**src/rtl/adc_fmt_pkg.sv**
```systemverilog
package adc_fmt_pkg;
  typedef enum logic [1:0] {
    FMT_LEFT        = 2'b00,
    FMT_RIGHT       = 2'b01,
    FMT_LEFT_SIGNED = 2'b10,
    FMT_TRUNC8      = 2'b11
  } fmt_mode_e;

  typedef enum logic [1:0] {
    LK_OPEN  = 2'b00,
    LK_HELD  = 2'b01,
    LK_ARMED = 2'b10
  } lock_st_e;
endpackage

```
**src/rtl/adc_lock_ctrl.sv**
```systemverilog
module adc_lock_ctrl
  import adc_fmt_pkg::*;
#(
  parameter int RES_W = 10
) (
  input  logic             clk,
  input  logic             rst_n,
  input  logic             conv_done,
  input  logic [RES_W-1:0] conv_data,
  input  logic             trunc_mode,
  input  logic             rd_hi_stb,
  input  logic             rd_lo_stb,
  output logic [RES_W-1:0] held_res,
  output logic             held_vld,
  output lock_st_e         lock_st
);
  logic     store_evt;
  logic     arm_evt;
  logic     release_evt;
  lock_st_e lock_nxt;

  assign store_evt   = conv_done && (trunc_mode || lock_st == LK_OPEN);
  assign arm_evt     = !trunc_mode && lock_st == LK_HELD  && rd_hi_stb;
  assign release_evt = !trunc_mode && lock_st == LK_ARMED && rd_lo_stb;

  always_comb begin
    lock_nxt = lock_st;
    if (!trunc_mode) begin
      unique case (lock_st)
        LK_OPEN:  if (conv_done)   lock_nxt = LK_HELD;
        LK_HELD:  if (arm_evt)     lock_nxt = LK_ARMED;
        LK_ARMED: if (release_evt) lock_nxt = LK_OPEN;
        default:                   lock_nxt = LK_OPEN;
      endcase
    end
  end

  always_ff @(posedge clk) begin
    if (!rst_n) begin
      lock_st  <= LK_OPEN;
      held_res <= '0;
      held_vld <= 1'b0;
    end else begin
      lock_st <= lock_nxt;
      if (store_evt) begin
        held_res <= conv_data;
        held_vld <= 1'b1;
      end
    end
  end


  drop_keeps_value_chk: assert property (@(posedge clk) disable iff (!rst_n)
    (conv_done && !trunc_mode && lock_st != LK_OPEN) |=> $stable(held_res));


  store_engages_chk: assert property (@(posedge clk) disable iff (!rst_n)
    (conv_done && !trunc_mode && lock_st == LK_OPEN) |=>
      (lock_st == LK_HELD && held_res == $past(conv_data)));


  hi_read_arms_chk: assert property (@(posedge clk) disable iff (!rst_n)
    (!trunc_mode && lock_st == LK_HELD && rd_hi_stb) |=> lock_st == LK_ARMED);


  release_after_lo_chk: assert property (@(posedge clk) disable iff (!rst_n)
    (lock_st == LK_OPEN && $past(lock_st) != LK_OPEN) |->
      ($past(rd_lo_stb) && $past(lock_st) == LK_ARMED));


  trunc_lock_frozen_chk: assert property (@(posedge clk) disable iff (!rst_n)
    trunc_mode |=> (lock_st == $past(lock_st)));
endmodule

```
**src/rtl/adc_result_fmt.sv**
```systemverilog
module adc_result_fmt
  import adc_fmt_pkg::*;
#(
  parameter int RES_W = 10,
  parameter int REG_W = 8
) (
  input  logic [RES_W-1:0] res,
  input  logic             vld,
  input  fmt_mode_e        mode,
  input  logic             sel_hi,
  output logic [REG_W-1:0] rd_data
);
  localparam int SPILL = RES_W - REG_W;
  localparam int PAD   = REG_W - SPILL;

  function automatic logic [REG_W-1:0] fmt_hi(input logic [RES_W-1:0] r, input fmt_mode_e m);
    unique case (m)
      FMT_LEFT:        return r[RES_W-1 -: REG_W];
      FMT_LEFT_SIGNED: return {~r[RES_W-1], r[RES_W-2 -: REG_W-1]};
      FMT_RIGHT:       return {{PAD{1'b0}}, r[RES_W-1 -: SPILL]};
      default:         return '0;
    endcase
  endfunction

  function automatic logic [REG_W-1:0] fmt_lo(input logic [RES_W-1:0] r, input fmt_mode_e m);
    unique case (m)
      FMT_LEFT, FMT_LEFT_SIGNED: return {r[SPILL-1:0], {PAD{1'b0}}};
      FMT_RIGHT:                 return r[REG_W-1:0];
      default:                   return r[RES_W-1 -: REG_W];
    endcase
  endfunction

  always_comb begin
    if (!vld)        rd_data = '0;
    else if (sel_hi) rd_data = fmt_hi(res, mode);
    else             rd_data = fmt_lo(res, mode);
  end


  always_comb begin
    if (mode == FMT_RIGHT && sel_hi)
      right_pad_zero_chk: assert (rd_data[REG_W-1:SPILL] == '0);
  end


  always_comb begin
    if (mode == FMT_TRUNC8 && sel_hi)
      trunc_hi_zero_chk: assert (rd_data == '0);
  end
endmodule

```
**src/rtl/adc_result_port.sv**
```systemverilog
module adc_result_port
  import adc_fmt_pkg::*;
#(
  parameter int RES_W = 10,
  parameter int REG_W = 8
) (
  input  logic             clk,
  input  logic             rst_n,
  input  logic             conv_done,
  input  logic [RES_W-1:0] conv_data,
  input  logic [1:0]       mode_sel,
  input  logic             rd_stb,
  input  logic             rd_sel,
  output logic [REG_W-1:0] rd_data
);
  fmt_mode_e        mode;
  logic             trunc_mode;
  logic             rd_hi_stb;
  logic             rd_lo_stb;
  logic [RES_W-1:0] held_res;
  logic             held_vld;
  lock_st_e         lock_st;

  assign mode       = fmt_mode_e'(mode_sel);
  assign trunc_mode = (mode == FMT_TRUNC8);
  assign rd_hi_stb  = rd_stb && rd_sel;
  assign rd_lo_stb  = rd_stb && !rd_sel;

  adc_lock_ctrl #(.RES_W(RES_W)) lock_i (
    .clk        (clk),
    .rst_n      (rst_n),
    .conv_done  (conv_done),
    .conv_data  (conv_data),
    .trunc_mode (trunc_mode),
    .rd_hi_stb  (rd_hi_stb),
    .rd_lo_stb  (rd_lo_stb),
    .held_res   (held_res),
    .held_vld   (held_vld),
    .lock_st    (lock_st)
  );

  adc_result_fmt #(.RES_W(RES_W), .REG_W(REG_W)) fmt_i (
    .res     (held_res),
    .vld     (held_vld),
    .mode    (mode),
    .sel_hi  (rd_sel),
    .rd_data (rd_data)
  );


  mode_change_no_lock_chk: assert property (@(posedge clk) disable iff (!rst_n)
    (mode_sel != $past(mode_sel) && !$past(conv_done) && !$past(rd_stb))
      |-> lock_st == $past(lock_st));


  reset_reads_zero_chk: assert property (@(posedge clk) disable iff (!rst_n)
    !held_vld |-> (rd_data == '0 && lock_st == LK_OPEN));
endmodule

```
**config.mk**
```make
export PLATFORM = sky130hd
export DESIGN_NAME = adc_result_port
export DESIGN_NICKNAME = d
export VERILOG_FILES = /design/src/rtl/adc_fmt_pkg.sv /design/src/rtl/adc_lock_ctrl.sv /design/src/rtl/adc_result_fmt.sv /design/src/rtl/adc_result_port.sv
export SDC_FILE = /design/constraint.sdc
export NUM_CORES = 1
export LEC_CHECK = 0
export ABC_AREA = 1
export BUFFER_PORTS_ARGS = -buffer_cell sky130_fd_sc_hd__buf_4
export CAP_MARGIN = 20
export CORE_UTILIZATION = 40
export CTS_BUF_LIST = sky130_fd_sc_hd__clkbuf_8
export CTS_CLUSTER_SIZE = 14
export DETAILED_ROUTE_END_ITERATION = 7
export PLACE_DENSITY_LB_ADDON = 0.12
export SLEW_MARGIN = 5
export SYNTH_ARGS = -nofsm -noshare
export SYNTH_HDL_FRONTEND = slang
export SYNTH_SLANG_ARGS = --single-unit
```
**constraint.sdc**
```tcl
create_clock -name clk -period 1.05 [get_ports clk]
set_input_delay 0.21 -clock clk [delete_from_list [all_inputs] [get_ports clk]]
set_output_delay 0.21 -clock clk [all_outputs]
set_load 0.01 [all_outputs]
```
# ---- Word level (Yosys, flattened, before mapping)
# Index checks and enable logic that the tools add are counted.
dict set report op_classes {
  eq_ne 8
  mux 8
  bitwise_logic 2
  reduce_logical 14
}
# cell n
set ops {}
lappend ops {{case mux 8 bit (3 select lines)} 1}
lappend ops {{two-way mux 8 bit} 2}
lappend ops {{case mux 8 bit (2 select lines)} 1}
lappend ops {{logical AND 1 bit} 7}
lappend ops {{equality test 2 bit, second input constant} 3}
lappend ops {{two-way mux 2 bit} 3}
lappend ops {{case mux 2 bit (3 select lines)} 1}
lappend ops {{equality test 2 x 1 -> 1 bit, second input constant} 2}
lappend ops {{zero test 2 bit} 2}
lappend ops {{inequality test 2 x 1 -> 1 bit, second input constant} 2}
lappend ops {{AND reduction 4 bit} 1}
lappend ops {{zero test 1 bit} 2}
lappend ops {{inequality test 2 bit, second input constant} 1}
lappend ops {{inverter 1 bit} 2}
lappend ops {{OR reduction 2 bit} 1}
lappend ops {{logical OR 1 bit} 1}
dict set report totals {
  ff_bits 13
  in_bits 17
  output_inout_bits 8
}

# ---- Logic depth before layout (Yosys ltp)
dict set report depth {
  ltp_word 6
  mapped_depth 7
  depth_no_buf 7
}

# ---- Modules after synthesis
# A second synthesis with hierarchy kept.
dict set report hier_totals {
  hier_cells 146
  area_unflattened_um2 848.3
}
# mod n_inst cells_per_inst area_each_um2
set modules_own_cells {}
lappend modules_own_cells {adc_lock_ctrl 1 68 503.0}
lappend modules_own_cells {adc_result_fmt 1 72 320.3}
lappend modules_own_cells {adc_result_port 1 6 25.0}

# ---- Worst setup path before layout
# No wires, ideal clock.
dict set report synth_timing {
  path_type {register -> output}
  startpoint {reg lock_i.held_res[8]}
  endpoint {out rd_data[6]}
  arrival_ns 0.804
  path_slack_ns 0.036
  stages_incl_launch_ff 5
  path_cell_list {dfxtp_1 -> inv_1 -> o21ai_0 -> o211ai_1 -> a21oi_1}
}
dict set report synth_via {
  elab_chain_len 3
}
# element line
set synth_lines {}
lappend synth_lines {{start: declaration} adc_lock_ctrl.sv:13} ;# output logic [RES_W-1:0] held_res,
lappend synth_lines {{start signal: assignment} adc_lock_ctrl.sv:46} ;# held_res <= conv_data;
lappend synth_lines {{case mux 8 bit (3 select lines) / case mux 8 bit (2 select lines) (equally long branches)} {adc_result_fmt.sv:17, adc_result_fmt.sv:26}}
lappend synth_lines {{two-way mux 8 bit (*)} adc_result_fmt.sv:35} ;# else if (sel_hi) rd_data = fmt_hi(res, mode);
lappend synth_lines {{two-way mux 8 bit (*)} adc_result_fmt.sv:34} ;# if (!vld) rd_data = '0;
lappend synth_lines {{end: declaration} adc_result_port.sv:14} ;# output logic [REG_W-1:0] rd_data
# Every way passes the cells marked *; elsewhere a longest branch is shown, timed or not.

# ---- Worst setup path in the final report
dict set report layout_timing {
  startpoint {reg lock_i.held_res[9]}
  endpoint {out rd_data[7]}
}
dict set report layout_via {
  elab_chain_len 4
}
# element line
set layout_lines {}
lappend layout_lines {{inverter 1 bit} adc_result_fmt.sv:19} ;# FMT_LEFT_SIGNED: return {~r[RES_W-1], r[RES_W-2 -: REG_W-1]};
lappend layout_lines {{case mux 8 bit (3 select lines)} adc_result_fmt.sv:17} ;# unique case (m)
lappend layout_lines {{two-way mux 8 bit (*)} adc_result_fmt.sv:35}
lappend layout_lines {{two-way mux 8 bit (*)} adc_result_fmt.sv:34}
# Marked as above.

==> run metrics <==
WL per Instance 11.6 um; Yosys cell types 22; CP required around 0.84 ns; initial DRC count 14; total power about 2.3 mW; fraction of layout cells with a size suffix above 1 between 50% and 60%; gr usage total 22.9%; via-per-instance ratio 5.01; RSZ-0062 raised after global routing yes; GPL Wtd Cong around 0.9; Setup WS post-layout -0.262 ns; clk_skew between 0.003 and 0.004 ns; Worst setup EP type output pin; status finished, violations left; Skew-Pair Late Insertion Delay ~0.24 ns; Register Area about 280 um^2; WS Path Type reg -> out; Num CTS Buffers 3; final core utilization between 70% and 80%; worst-path maximum fanout 3; Area Growth Syn to Fin 59.8%; total global routing overflow 0; Initial Utilization 44.9%; Synthesized Nets approximately 150; Die Ht 47.0 um; Routed Wire Length between 2000 and 2500 um; Num Clock Sinks 13; DRC 0; diode count 0; first-pass GRT wire length around 3500 um; crit share post-route 125%; Die X between 40 and 50 um; io pins 25; register share of total power 34.0%; worst min-delay path class in -> reg; Setup violations, final 16; Mapped Cells ~130; clock power share a little under a fifth; worst IR drop on VDD ~0.0014 V; flops & latches, synth 13; Layout Nets roughly 190; fill cell count about 170; combinational share of power 47.3%; vias between 900 and 1k; static leakage roughly 0.61 nW; max-cap violations 0; Tmin final ~1.3 ns; DRT Pass-1 Iters 4; initial antenna violation count 0; Synth Cell Area just over 800 um^2; CP Launch Type flip-flop; antenna-violating nets left 0; leading cell types in the layout, fill and taps excluded buf_4, nor2_1, nand2_1, o21ai_1; input/output buffers 24; sequential area share after synthesis approximately 32%; post-DP HPWL about 1600 um; number of global-route vias before repair slightly below 800; sw frac 37.5%; final hold violations 0; Tightest Pin Transition 0.285 ns; largest net degree at the start of global routing 14; dpl cells 185; pre-CTS WS -0.226 ns; fmax approximately 760 MHz; internal power roughly 1.4 mW; cts-stage hold buffer count 0; Final Max Tran Viols 0; commonest non-fill, non-tap cell in the layout buf_4; cell row count 15; NetSw 0.869 mW; P per Cell Area roughly 1800 nW/um^2; Die Area 2210 um^2; Post-Layout Cell Count 193; Synth Area per Inst just over 6 um^2; worst path arrival time 1.10 ns; CTS root buf clkbuf_8; failing checks negative setup slack; CTS H-Tree Depth 1; core area roughly 1800 um^2; clk slew on worst S/H paths 0.05 ns; YS warnings 0; CTS Buffer Depth 2; CTS tree built; Slew HR 81.0%; Multi-input gate area between 500 and 600 um^2
==> stage by stage <==
stage | instance area [um^2] | TNS (ns) | hold WS, ns
3_3_place_gp | 1070 | -1.81 | 0.439
2_1_floorplan | 810 | 0 | 0.344
3_5_place_dp | 1070 | -1.85 | 0.452
6_report | 1290 | -1.90 | 0.200
5_1_grt | 1290 | -3.08 | 0.205
4_1_cts | 1190 | -1.64 | 0.201
==> flip-flops by register name, summed over array words and instances, names as in the netlist <==
signal           cells
lock_i.held_res     10
lock_i.lock_st       2
lock_i.held_vld      1
==> power groups by stage <==
stage                     clock network, mW  registers [mW]  logic [mW]
after floorplan                           0           0.705       0.548
after global placement                    0           0.717       0.827
after detailed placement                  0           0.722       0.847
after CTS                             0.438           0.748       0.923
after global routing                  0.460           0.805        1.21
final                                 0.432           0.787        1.10
==> cells in the mapped netlist <==
library cell	number	area share (%)
a211oi_1	1	0.93
a21boi_1	1	0.93
a21oi_1	8	4.9
buf_1	1	0.46
buf_2	1	0.62
buf_6	1	1.4
dfxtp_1	13	32
inv_1	18	8.3
inv_2	1	0.46
inv_4	1	0.77
nand2_1	20	9.3
nand2_4	1	1.4
nand3_1	2	1.2
nor2_1	30	14
nor3b_1	1	0.93
o211ai_1	1	0.93
o21ai_0	15	9.3
o21ai_1	8	4.9
o21ai_2	1	1.1
o21ai_4	1	2.0
o21bai_1	1	0.93
o22ai_1	4	3.1
==> cell type report <==
class	instances	area share (%)
clock buffers	3	3.19
repair buffers	36	24.4
flip-flops and latches	13	22.0
well taps	25	2.42
multi-input cells	95	41.6
clock inverters	1	0.290
inverters	20	6.19
==> worst paths after layout <==
path	from	endpoint	slack (ns)	depth (start not counted)
worst min register to register	lock_i.held_res[6]$_SDFFE_PN0P_	lock_i.held_res[6]$_SDFFE_PN0P_	0.51	2
worst max-delay path	lock_i.held_res[9]$_SDFFE_PN0P_	rd_data[7]	-0.26	6
worst min-delay path	conv_data[8]	lock_i.held_res[8]$_SDFFE_PN0P_	0.20	3
worst max register to register	lock_i.lock_st[1]$_SDFFE_PN0P_	lock_i.held_res[4]$_SDFFE_PN0P_	-0.06	5
==> worst max-delay path: stages (launching register included) <==
cell	delay, ns
dfxtp_2	0.33
inv_2	0.06
nand2_2	0.05
nand2_1	0.06
nand3_1	0.08
a21oi_2	0.14
buf_4	0.12
==> logic make-up after synthesis <==
family / after synthesis / synth area share, %
buffers and inverters: 23 / 12.1
AO/OA/AOI/OAI: 41 / 29.1
flip-flops: 13 / 32.1
AND/OR/NAND/NOR: 54 / 26.7
==> metal layers <==
metal | wire length, um | track usage, %
met5 | 0 | 0
met4 | 41 | 10.3
met3 | 81 | 3.46
met2 | 1040 | 36.7
met1 | 1070 | 30.4
==> what timing repair did <==
item | 4_1_cts | 5_1_grt
pin swaps | 12 | 15
setup buffers | 3 | 0
gates resized for setup | 39 | 25
setup endpoints to repair | 20 | 20
gates cloned | 0 | 1
No activity file was read; power rests on OpenSTA's default activity.
